[src/rtl/dtg_pkg.sv]
package dtg_pkg;
    typedef enum logic {
        ST_IDLE = 1'b0,
        ST_RUN  = 1'b1
    } dtg_state_e;

    localparam int NUM_REGS    = 12;
    localparam int REG_CTRL    = 0;
    localparam int REG_HTOT    = 1;
    localparam int REG_HACT    = 2;
    localparam int REG_HS_BEG  = 3;
    localparam int REG_HS_END  = 4;
    localparam int REG_VTOT    = 5;
    localparam int REG_VACT    = 6;
    localparam int REG_VS_BEG  = 7;
    localparam int REG_VS_END  = 8;
    localparam int REG_PF      = 9;
    localparam int REG_SYNC    = 10;
    localparam int REG_DISP    = 11;

    localparam int CTRL_EN     = 0;
    localparam int CTRL_REFR   = 1;
    localparam int SC_COMP     = 0;
    localparam int SC_OFF_ALL  = 1;
    localparam int SC_INV_H    = 3;
    localparam int SC_INV_V    = 4;
    localparam int SC_OFF_H    = 5;
    localparam int SC_OFF_V    = 6;
    localparam int DC_BLANK    = 1;
endpackage

[src/rtl/dtg_regs.sv]
module dtg_regs #(
    parameter int DW     = 12,
    parameter int NREG   = 12,
    parameter int AW     = 4
) (
    input  logic                     clk,
    input  logic                     rst_n,
    input  logic                     wr_en,
    input  logic [AW-1:0]            wr_addr,
    input  logic [DW-1:0]            wr_data,
    input  logic                     load,
    output logic [NREG-1:0][DW-1:0]  shadow_q,
    output logic [NREG-1:0][DW-1:0]  active_q
);
    // Shadow set takes writes; active set copies it when load is high.
    for (genvar i = 0; i < NREG; i++) begin : g_reg
        always_ff @(posedge clk or negedge rst_n) begin
            if (!rst_n) begin
                shadow_q[i] <= '0;
                active_q[i] <= '0;
            end else begin
                if (wr_en && (wr_addr == AW'(i)))
                    shadow_q[i] <= wr_data;
                if (load)
                    active_q[i] <= shadow_q[i];
            end
        end
    end
endmodule

[src/rtl/dtg_window.sv]
module dtg_window #(
    parameter int W = 12
) (
    input  logic [W-1:0] cnt,
    input  logic [W-1:0] first_excl,
    input  logic [W-1:0] last_incl,
    output logic         hit
);
    // pulse window is (start, end]
    always_comb hit = (cnt > first_excl) && (cnt <= last_incl);
endmodule

[src/rtl/disp_timing_gen.sv]
module disp_timing_gen
    import dtg_pkg::*;
#(
    parameter int CNT_W  = 12,
    parameter int ADDR_W = 4
) (
    input  logic              clk,
    input  logic              rst_n,
    input  logic              wr_en,
    input  logic [ADDR_W-1:0] wr_addr,
    input  logic [CNT_W-1:0]  wr_data,
    output logic [CNT_W-1:0]  h_count,
    output logic [CNT_W-1:0]  v_count,
    output logic              de,
    output logic              hsync,
    output logic              vsync,
    output logic              prefetch
);
    dtg_state_e state_q, state_nx;
    logic [NUM_REGS-1:0][CNT_W-1:0] sh_q, act_q;
    logic [CNT_W-1:0] h_q, v_q;
    logic line_end, frame_end, load, running;
    logic h_win, v_win, h_raw, v_raw;
    logic [CNT_W-1:0] sc, ctl, dc;

    assign sc  = act_q[REG_SYNC];
    assign ctl = act_q[REG_CTRL];
    assign dc  = act_q[REG_DISP];

    assign running   = (state_q == ST_RUN);
    assign line_end  = (h_q == act_q[REG_HTOT]);
    assign frame_end = line_end && (v_q == act_q[REG_VTOT]);
    // active copy follows shadow only while idle or at frame wrap
    assign load      = !running || frame_end;

    dtg_regs #(.DW(CNT_W), .NREG(NUM_REGS), .AW(ADDR_W)) u_regs (
        .clk(clk), .rst_n(rst_n), .wr_en(wr_en), .wr_addr(wr_addr),
        .wr_data(wr_data), .load(load), .shadow_q(sh_q), .active_q(act_q)
    );

    dtg_window #(.W(CNT_W)) u_hwin (
        .cnt(h_q), .first_excl(act_q[REG_HS_BEG]), .last_incl(act_q[REG_HS_END]), .hit(h_win)
    );
    dtg_window #(.W(CNT_W)) u_vwin (
        .cnt(v_q), .first_excl(act_q[REG_VS_BEG]), .last_incl(act_q[REG_VS_END]), .hit(v_win)
    );

    // State register
    always_ff @(posedge clk or negedge rst_n) begin
        if (!rst_n) state_q <= ST_IDLE;
        else        state_q <= state_nx;
    end

    // Transitions: IDLE->RUN on shadow enable, RUN->IDLE at frame end without it
    always_comb begin
        state_nx = state_q;
        unique case (state_q)
            ST_IDLE: if (sh_q[REG_CTRL][CTRL_EN]) state_nx = ST_RUN;
            ST_RUN:  if (frame_end && !sh_q[REG_CTRL][CTRL_EN]) state_nx = ST_IDLE;
            default: state_nx = ST_IDLE;
        endcase
    end

    // raster counters
    always_ff @(posedge clk or negedge rst_n) begin
        if (!rst_n) begin
            h_q <= '0;
            v_q <= '0;
        end else if (!running) begin
            h_q <= '0;
            v_q <= '0;
        end else if (line_end) begin
            h_q <= '0;
            v_q <= frame_end ? '0 : v_q + 1'b1;
        end else begin
            h_q <= h_q + 1'b1;
        end
    end

    // Outputs
    always_comb begin
        h_raw    = running && h_win && !sc[SC_OFF_ALL] && !sc[SC_OFF_H];
        v_raw    = running && v_win && !sc[SC_OFF_ALL] && !sc[SC_OFF_V];
        de       = running && ctl[CTRL_REFR] && !dc[DC_BLANK]
                   && (h_q <= act_q[REG_HACT]) && (v_q <= act_q[REG_VACT]);
        prefetch = running && (h_q == act_q[REG_PF]);
        if (sc[SC_COMP]) begin
            hsync = (h_raw || v_raw) ^ sc[SC_INV_H];
            vsync = sc[SC_INV_V];
        end else begin
            hsync = h_raw ^ sc[SC_INV_H];
            vsync = v_raw ^ sc[SC_INV_V];
        end
    end

    assign h_count = h_q;
    assign v_count = v_q;

    // line wrap
    a_r1_line_wrap: assert property (@(posedge clk) disable iff (!rst_n)
        (running && line_end) |=> (h_q == '0));
    // plain increment
    a_r1_step: assert property (@(posedge clk) disable iff (!rst_n)
        (running && !line_end && state_nx == ST_RUN) |=> (h_q == $past(h_q) + 1'b1));
    // idle keeps everything quiet
    a_r9_idle_quiet: assert property (@(posedge clk) disable iff (!rst_n)
        (!running) |-> (h_q == '0 && v_q == '0 && !de && !prefetch));
    // display-off blanks video
    a_r7_blank: assert property (@(posedge clk) disable iff (!rst_n)
        dc[DC_BLANK] |-> !de);
    // active set stable mid-line
    a_r10_no_tear: assert property (@(posedge clk) disable iff (!rst_n)
        (running && h_q != '0) |-> $stable(act_q));
endmodule

[config.mk]
export PLATFORM = sky130hd
export DESIGN_NAME = disp_timing_gen
export DESIGN_NICKNAME = d
export VERILOG_FILES = /design/src/rtl/dtg_pkg.sv /design/src/rtl/dtg_regs.sv /design/src/rtl/dtg_window.sv /design/src/rtl/disp_timing_gen.sv
export SDC_FILE = /design/constraint.sdc
export NUM_CORES = 1
export LEC_CHECK = 0
export BUFFER_PORTS_ARGS = -buffer_cell sky130_fd_sc_hd__buf_2
export CORE_ASPECT_RATIO = 1.25
export CORE_MARGIN = 4
export CORE_UTILIZATION = 45
export DETAILED_ROUTE_END_ITERATION = 8
export GPL_TIMING_DRIVEN = 0
export PLACE_DENSITY = 0.58
export RECOVER_POWER = 100
export SYNTH_ARGS = -nofsm -noshare
export SYNTH_HDL_FRONTEND = slang
export SYNTH_SLANG_ARGS = --single-unit
[constraint.sdc]
create_clock -name clk -period 6.6 [get_ports clk]
set_clock_uncertainty 0.2 [all_clocks]
set_input_delay 0.66 -clock clk [delete_from_list [all_inputs] [get_ports clk]]
set_output_delay 0.66 -clock clk [all_outputs]
set_load 0.05 [all_outputs]
# == Word-level counts from Yosys, hierarchy flattened ==
# Index checks and enable logic that the tools add are counted.
# op_classes
order_cmp,6
n_reduce_logical,36
mux,10
n_eq_ne,15
n_addsub,2
bitwise_logic,4
# op_table
operator,n
$mux W12,5
$le A12 B12 Y1,4
$eq A12 B12 Y1,3
$logic_and A1 B1 Y1,27
$add A12 B1 Y12 const B,2
$gt A12 B12 Y1,2
$eq A4 B3 Y1 const B,4
$eq A4 B4 Y1 const B,4
$eq A4 B2 Y1 const B,2
$logic_not A1 Y1,6
$eq A4 B1 Y1 const B,1
$logic_not A4 Y1,1
$mux W1,4
$xor A1 B1 Y1,3
$logic_or A1 B1 Y1,2
$ne A2 B1 Y1 const B,1
$pmux W1 S2,1
$not A1 Y1,1
# word_totals
regBits,263
out_inout_bits,28
elab_cells,100
input_bits,19

# == Depth between registers and ports, before layout ==
# Gate-level depths: netlist (run 1).
# logic_depth
depth_word,8
depth_mapped,10
ltp_nobuf,8

# == By module ==
# A second synthesis (run 1) with hierarchy kept.
# unflattened
hier_cells,1092
hier_area_um2,14550.2
# by_module_without_submodules
mod,instances,area_per_inst_um2,cells_each
dtg_regs,1,10837.9,635
disp_timing_gen,1,2481.1,289
dtg_window,2,615.6,84

# == Worst setup path after synthesis (run 1) ==
# No wires, ideal clock.
# synth_timing
path_kind,register -> output
startpoint,reg v_q[5] (netlist: v_count[5])
endpoint,out de
arrival_time_ps,3043
setup_slack_ps,2697
path_stages_with_launch,8
required_ps,5740
cell_sequence,dfrtp_1 -> ha_1 -> a21o_1 -> a21o_1 -> a21o_1 -> a21oi_1 -> o221ai_1 -> a221oi_1
# synth_via
elab_chain_cells,2
# synth_rtl
item,line_no,source
start: declaration,disp_timing_gen.sv:21,"logic [CNT_W-1:0] h_q, v_q;"
start signal: assignment,disp_timing_gen.sv:74,v_q <= frame_end ? '0 : v_q + 1'b1;
$le A12 B12 Y1,disp_timing_gen.sv:85,&& (h_q <= act_q[REG_HACT]) && (v_q <= act_q[REG_VACT]);
$logic_and A1 B1 Y1,disp_timing_gen.sv:85,
end: declaration,disp_timing_gen.sv:14,"output logic de,"
# No other way between the ends.

# == Final worst setup path (run 1) ==
# layout_timing
startpoint,reg h_q[1] (netlist: h_count[1])
endpoint,out hsync
# layout_via
elab_chain_cells,8
elab_cells_between_ends,10
classes_between,order compare (2); mux (1); bitwise (2); reduce/logical (5)
# layout_rtl
item,line_no,source
start: declaration,disp_timing_gen.sv:21,
start signal: assignment,disp_timing_gen.sv:76,h_q <= h_q + 1'b1;
$gt A12 B12 Y1 or $le A12 B12 Y1 (tied branches),dtg_window.sv:10,always_comb hit = (cnt > first_excl) && (cnt <= last_incl);
$logic_and A1 B1 Y1 *,dtg_window.sv:10,
$logic_and A1 B1 Y1 * (3 in series),disp_timing_gen.sv:82,h_raw = running && h_win && !sc[SC_OFF_ALL] && !sc[SC_OFF_H];
$logic_or A1 B1 Y1,disp_timing_gen.sv:88,hsync = (h_raw || v_raw) ^ sc[SC_INV_H];
$xor A1 B1 Y1,disp_timing_gen.sv:88,
$mux W1 *,disp_timing_gen.sv:87,if (sc[SC_COMP]) begin
end: declaration,disp_timing_gen.sv:15,"output logic hsync,"
# Mark *: on every way between the ends. The rest lies on a longest branch, timed or not.

==> flow_summary.toml, run 1 <==
[critical_path]
critPathMaxStageDelay_ps = 790
required_ps = 5740
critical_path.cell_chain = "ha_1 > nand3_1 > o22ai_1 > o21a_1 > o41ai_1 > o32ai_1 > xor2_1 > clkbuf_1"
worstSetupStartpointType = "flop"
crit_type = "reg2out"
crit_arrival_ps = 3740
cp_max_fo = 10
end_kind = "primary output"
cpMaxStageDelayCell = "o41ai_1"

[clocking]
tritoncts = "done"
cts.sink_count = 258
hold_buffers = 0
clock_latency_ps = 530
htree_levels = 1
clock-root-buffer = "clkbuf_16"
cts_resized = 0
cts_setup_buffers = 0
cts_max_path_buffers = 3
cts_buffers = 27
clk_pin_slew_ps = 60

[grt]
grt_pass1_vias = 7909
grtUsageTotal_pct = 20.7
grt_pass1_wl_um = 46900
overflow = 0
grt_max_degree = 111
antenna_found_initial = 2

[floorplanning]
coreArea_mm2 = 0.0262
io_pins = 47
die_area_mm2 = 0.0294
die_x_um = 154
initial_utilization_pct = 45.9
die_height_um = 191
rows = 66

[timing]
setup_ws_ps = 2000
tightest_slew_ps = 3790
slew_violations = 72
grt_setup_unrepaired = "no"
min_period_ps = 4600
hold_viol = 0
fin_crit_sh_pct = 69.7
maxSlewHeadroom_pct = -153
setup_violations = 0
fmax_mhz = 217

[place]
dp_slack_ps = 2760
postPlaceCellArea_mm2 = 0.0127
place_congestion = 0.789
io_buffer_count = 42
dp_hpwl_um = 20200

[detailed_routing]
drc = 0
dr.pass1.iters = 4
drt_iter0_markers = 327
drtAntennaViolNets = 0
routed_wl_um = 29600
vias = 7743
wire_per_inst_um = 20.5
vias_per_cell = 5.37

[synth]
syn-num-nets = 1102
netlist_top_cells_area = "dfrtp_1, mux2_2, ha_1"
synth_top_area_share_pct = 53.7
ys_types = 48
async_flop_share_pct = 100
netlist_top_cells_count = "dfrtp_1, mux2_2, nand2_1"
ys_seq_area_share_pct = 53.7
ys_ff_latch = 258
syn_avg_cell_area_um2 = 11.9
synthCells = 1009
synth.most_common_cell = "dfrtp_1"
syn_area_mm2 = 0.0120
synth-edff-count = 0
synth_top_area_cell = "dfrtp_1"
yosys_warnings = 0
yosys_most_used_dff = "dfrtp_1"

[finish]
final_nets = 1175
drive_gt1_share_pct = 20.4
area_growth_pct = 11.5
fin_area_mm2 = 0.0134

[status]
status = "finished, violations left"
violations = "max-capacitance violations, max-slew violations"

[job]
maxCapViolCount = 1

[power_and_ir_drop]
fin_total_pwr_mw = 5.47
power_density_mw_per_mm2 = 408
p_leak_nw = 6.31
ir_drop_v = 0.000260

[worst_hold_path]
hp-class = "in2async"
-- state kept, by name, indices dropped and copies added, names as in the netlist --
signal           count
u_regs.shadow_q    117
u_regs.active_q    116
h_count             12
v_count             12
running              1
-- worst max-delay path: cells and delay by family (launching register included) --
| kind | cells | cell delay, ps |
|---|---|---|
| AOI/OAI and AO/OA | 4 | 1350 |
| xor gates and xnor gates | 1 | 220 |
| adders and majority gates | 1 | 350 |
| buffers and inverters | 1 | 480 |
| DFF | 1 | 710 |
| and+or+nand+nor | 1 | 80 |
-- path summary, 6_finish.rpt --
check / startpoint / endpoint / slack [ps] / cells past startpoint
worst min-delay path: rst_n / u_regs.shadow_q[89]$_DFFE_PN0P_ / 9 / 1
max in group asynchronous: rst_n / u_regs.active_q[14]$_DFFE_PN0P_ / 2120 / 2
worst max register to register: h_count[9]$_DFF_PN0_ / u_regs.active_q[59]$_DFFE_PN0P_ / 2390 / 10
worst max-delay path: h_count[1]$_DFF_PN0_ / hsync / 2000 / 8
worst min register to register: u_regs.shadow_q[0]$_DFFE_PN0P_ / running$_DFF_PN0_ / 260 / 1
min in group clk: wr_data[0] / u_regs.shadow_q[36]$_DFFE_PN0P_ / 220 / 2
-- through the flow --
stage	TNS [ps]	hold WS, ps	cells	util [%]
global placement	-22700	235	1391	48.4
CTS	0	43.1	1441	51.8
detailed placement	0	243	1393	48.6
finish	0	9.27	1442	51.2
global route	0	67.9	1441	51.2
floorplan	0	164	1009	-
-- cell usage in the layout, fill, tap and decap left out, types with 4 or more instances in the layout --
master / instances
nor3_1: 4
dfrtp_1: 258
xnor2_1: 10
a21oi_1: 27
clkbuf_16: 27
or3_1: 5
o21ai_1: 6
mux2_1: 5
a21o_1: 9
clkinv_2: 5
xor2_1: 47
nand2_1: 82
nand2b_1: 9
nor4_1: 7
nand4_1: 25
clkbuf_1: 71
o211ai_1: 4
mux2_2: 161
nor2b_1: 5
ha_1: 74
nand3b_1: 5
nor2_1: 32
buf_2: 20
buf_1: 4
and3_1: 6
inv_1: 76
clkbuf_8: 4
nand3_1: 17
o21ai_0: 69
-- power by group --
part | internal, mW | switching, mW | total (mW)
sequential | 2.08 | 0.302 | 2.38
combinational | 0.717 | 0.921 | 1.64
clock | 0.837 | 0.616 | 1.45
total | 3.64 | 1.84 | 5.47
-- logic make-up after synthesis --
kind of cell / Yosys count / synth area share, %
simple gates: 203 / 8.18
buf+inv: 120 / 4.54
mux: 167 / 15.6
flops: 258 / 53.7
fa+ha+maj: 74 / 7.70
xor+xnor: 57 / 4.15
compound gates: 130 / 6.13
-- final cells by class --
class / count / area, um^2
Sequential cell: 258 / 6460
Multi-Input combinational cell: 631 / 5010
Buffer: 44 / 176
Inverter: 76 / 285
Clock inverter: 8 / 71.3
Fill cell: 2365 / 12800
Antenna cell: 1 / 2.50
Tap cell: 340 / 425
Clock buffer: 40 / 764
Timing Repair Buffer: 44 / 214
-- layer usage --
layer,vias up,part of all wire (%),routed length (um),global-route usage [%]
met5,-,0.091,27,0
met3,39,4.3,1280,2.79
met1,3922,46,13600,28.9
li1,3627,-,-,-
met4,4,1.8,534,4.59
met2,151,48,14100,34.5
Note: power is estimated with default switching activity, not from simulation.
==> inputs of run 2 (changes only) <==
--- a/config.mk
+++ b/config.mk
@@ -5,13 +5,14 @@
 export SDC_FILE = /design/constraint.sdc
 export NUM_CORES = 1
 export LEC_CHECK = 0
+export ABC_AREA = 1
 export BUFFER_PORTS_ARGS = -buffer_cell sky130_fd_sc_hd__buf_2
 export CORE_ASPECT_RATIO = 1.25
 export CORE_MARGIN = 4
 export CORE_UTILIZATION = 45
 export DETAILED_ROUTE_END_ITERATION = 8
 export GPL_TIMING_DRIVEN = 0
-export PLACE_DENSITY = 0.58
+export PLACE_DENSITY = 0.6
 export RECOVER_POWER = 100
 export SYNTH_ARGS = -nofsm -noshare
 export SYNTH_HDL_FRONTEND = slang
==> constraint.sdc (replaced) <==
create_clock -name clk -period 4.2 [get_ports clk]
set_clock_uncertainty 0.2 [all_clocks]
set_input_delay 0.42 -clock clk [delete_from_list [all_inputs] [get_ports clk]]
set_output_delay 0.42 -clock clk [all_outputs]
set_load 0.05 [all_outputs]
==> run 2 against run 1 <==
  * Sequential cell count stayed put
  * Global-route usage is 2.0 points higher
  * Total power is 54% higher
  * Clock power is 72% higher
  * The run still ends with max-capacitance violations, max-slew violations left
  * Sequential share of layout area is 2.3 points lower
  * Final cell count is 33% higher
  * Non-clock buffer count is 28 higher
  * Wire length is 14% higher
  * Highest routed layer is now met4
==> flow_summary.toml, run 2 <==
[floorplanning]
rows = 68
die_area_mm2 = 0.0306
die_x_um = 157
initial_utilization_pct = 45.4
io_pins = 47
die_height_um = 194
coreArea_mm2 = 0.0276

[critical_path]
critPathMaxStageDelay_ps = 490
cpMaxStageDelayCell = "clkbuf_1"
critical_path.cell_chain = "clkbuf_1 > inv_1 > nor3_1 > o21ai_0 > nor2_1 > nand2_1 > nor2_1 > nand2_1 > nand2_1 > clkbuf_1"
reg2reg_depth = 12
crit_top_cell = "nand2_1"
worstSetupStartpointType = "flop"
r2r-end = "u_regs.active_q[81]$_DFFE_PN0P_"
end_kind = "primary output"
cp_max_fo = 7
crit_arrival_ps = 3180
required_ps = 3580
crit_type = "reg2out"
r2r_slack_ps = 430
reg2reg_from = "h_count[5]$_DFF_PN0_"

[detailed_routing]
vias = 9833
dr.pass1.iters = 5
drc = 0
wire_per_inst_um = 17.6
routed_wl_um = 33900
vias_per_cell = 5.12
drt_iter0_markers = 594
drtAntennaViolNets = 0

[timing]
slew_violations = 53
min_period_ps = 3800
hold_viol = 0
fmax_mhz = 263
maxSlewHeadroom_pct = -80.3
fin_crit_sh_pct = 90.4
grt_setup_unrepaired = "no"
setup_violations = 0
tightest_slew_ps = 2700

[synth]
yosys_warnings = 0
syn_area_mm2 = 0.0125
synth_top_family_by_area = "simple AND/OR/NAND/NOR gates"
synth-edff-count = 0
synth.most_common_cell = "nand2_1"
netlist_top_cells_area = "dfrtp_1, nand2_1, ha_1"
syn-num-nets = 1567
ys_seq_area_share_pct = 51.6
synth_compound_area_share_pct = 7.14
netlist_top_cells_count = "nand2_1, dfrtp_1, nand3_1"
ys_types = 34
synth_top_area_share_pct = 51.6
synth_top_area_cell = "dfrtp_1"
async_flop_share_pct = 100
synthCells = 1474
ys_ff_latch = 258
yosys.area_share.adder_pct = 7.39
yosys_most_used_dff = "dfrtp_1"
synth_simple_gate_area_share_pct = 24.3
syn_avg_cell_area_um2 = 8.49
synth_xor_area_share_pct = 2.73
synthMuxAreaShare_pct = 0

[clocking]
cts.sink_count = 258
tritoncts = "done"
htree_levels = 1
hold_buffers = 2
cts_resized = 0
clock-root-buffer = "clkbuf_16"
cts_setup_buffers = 0
clk_pin_slew_ps = 60
cts_max_path_buffers = 3
clock_latency_ps = 540
cts_buffers = 26

[grt]
grtUsageTotal_pct = 22.6
grt_pass1_vias = 9715
overflow = 0
antenna_found_initial = 0
grt_max_degree = 121
grt_pass1_wl_um = 53700

[power_and_ir_drop]
p_leak_nw = 7.34
power_density_mw_per_mm2 = 599
ir_drop_v = 0.000334
fin_total_pwr_mw = 8.44

[status]
violations = "max-capacitance violations, max-slew violations"
status = "finished, violations left"

[place]
place_congestion = 0.814
postPlaceCellArea_mm2 = 0.0133
io_buffer_count = 46
dp_hpwl_um = 23500

[finish]
top_regs = "u_regs.shadow_q: 117 flops, u_regs.active_q: 116 flops"
fin_area_mm2 = 0.0141
area_growth_pct = 12.6
final_common_cell = "nand2_1"
final_cell_mix = "nand2_1, dfrtp_1, nand3_1, o21ai_0, inv_1"
drive_gt1_share_pct = 5.60
final_nets = 1645
regMostFlops = "u_regs.shadow_q"
largest_reg_flops = 117
final_util_pct = 51.1
antenna_cells = 0

[worst_hold_path]
whs_endpoint = "u_regs.shadow_q[37]$_DFFE_PN0P_"
hp-class = "in2reg"
min_from = "wr_data[1]"
min_path_cells = 3

[job]
maxCapViolCount = 1
run 2: per-layer routing:
metal / vias up / GRT usage (%) / part of all wire (%)
met5: - / 0 / 0
met2: 158 / 39.0 / 50
met1: 4716 / 30.0 / 44
met4: 0 / 6.60 / 2.9
met3: 52 / 2.67 / 3.4
li1: 4907 / - / -
run 2: how the worst max path moves through the flow:
stage / from / end / slack (ps) / cells after the start
final: running$_DFF_PN0_ / vsync / 400 / 10
after global routing: v_count[11]$_DFFE_PN0P_ / vsync / 200 / 12
after CTS: running$_DFF_PN0_ / hsync / 480 / 10
after detailed placement: running$_DFF_PN0_ / hsync / 1060 / 10
after global placement: rst_n / u_regs.shadow_q[78]$_DFFE_PN0P_ / -2200 / 1
after floorplan: h_count[10]$_DFF_PN0_ / de / 1310 / 8
run 2: final cells by class:
class / count / area [um^2]
fill: 2699 / 13500
sequential: 258 / 6460
multi-input combinational: 1014 / 5180
clock buffer: 39 / 771
inverter: 136 / 510
tap: 350 / 438
buffer: 66 / 314
timing repair buffer: 50 / 274
clock inverter: 9 / 150
run 2: power by group:
| part | internal, mW | switching, mW |
|---|---|---|
| sequential | 3.01 | 0.482 |
| combinational | 0.840 | 1.62 |
| clock | 1.51 | 0.976 |
run 2: critical path, delay by kind of cell (launching register included):
kind                   cells  cell delay (ps)
DFF                        1              320
AOI/OAI and AO/OA          1              150
and+or+nand+nor            6              990
buffers and inverters      3             1180
run 2: per-stage QoR:
step                      instances  setup slack, ps  hold WS, ps  TNS (ps)
final                          1922              405         27.1         0
after global routing           1922              202         16.4         0
after CTS                      1922              478         14.8         0
after detailed placement       1872             1060          165         0
after global placement         1870            -2200          250   -555720
after floorplan                1474             1310        -75.6         0
run 2: kinds of logic (layout without fill, tap and decap cells):
kind of cell / Yosys count / in the layout
buffers and inverters: 202 / 300
AO/OA/AOI/OAI: 175 / 175
XOR/XNOR: 39 / 39
flip-flops: 258 / 258
AND/OR/NAND/NOR: 726 / 726
adder cells (fa/ha/maj): 74 / 74
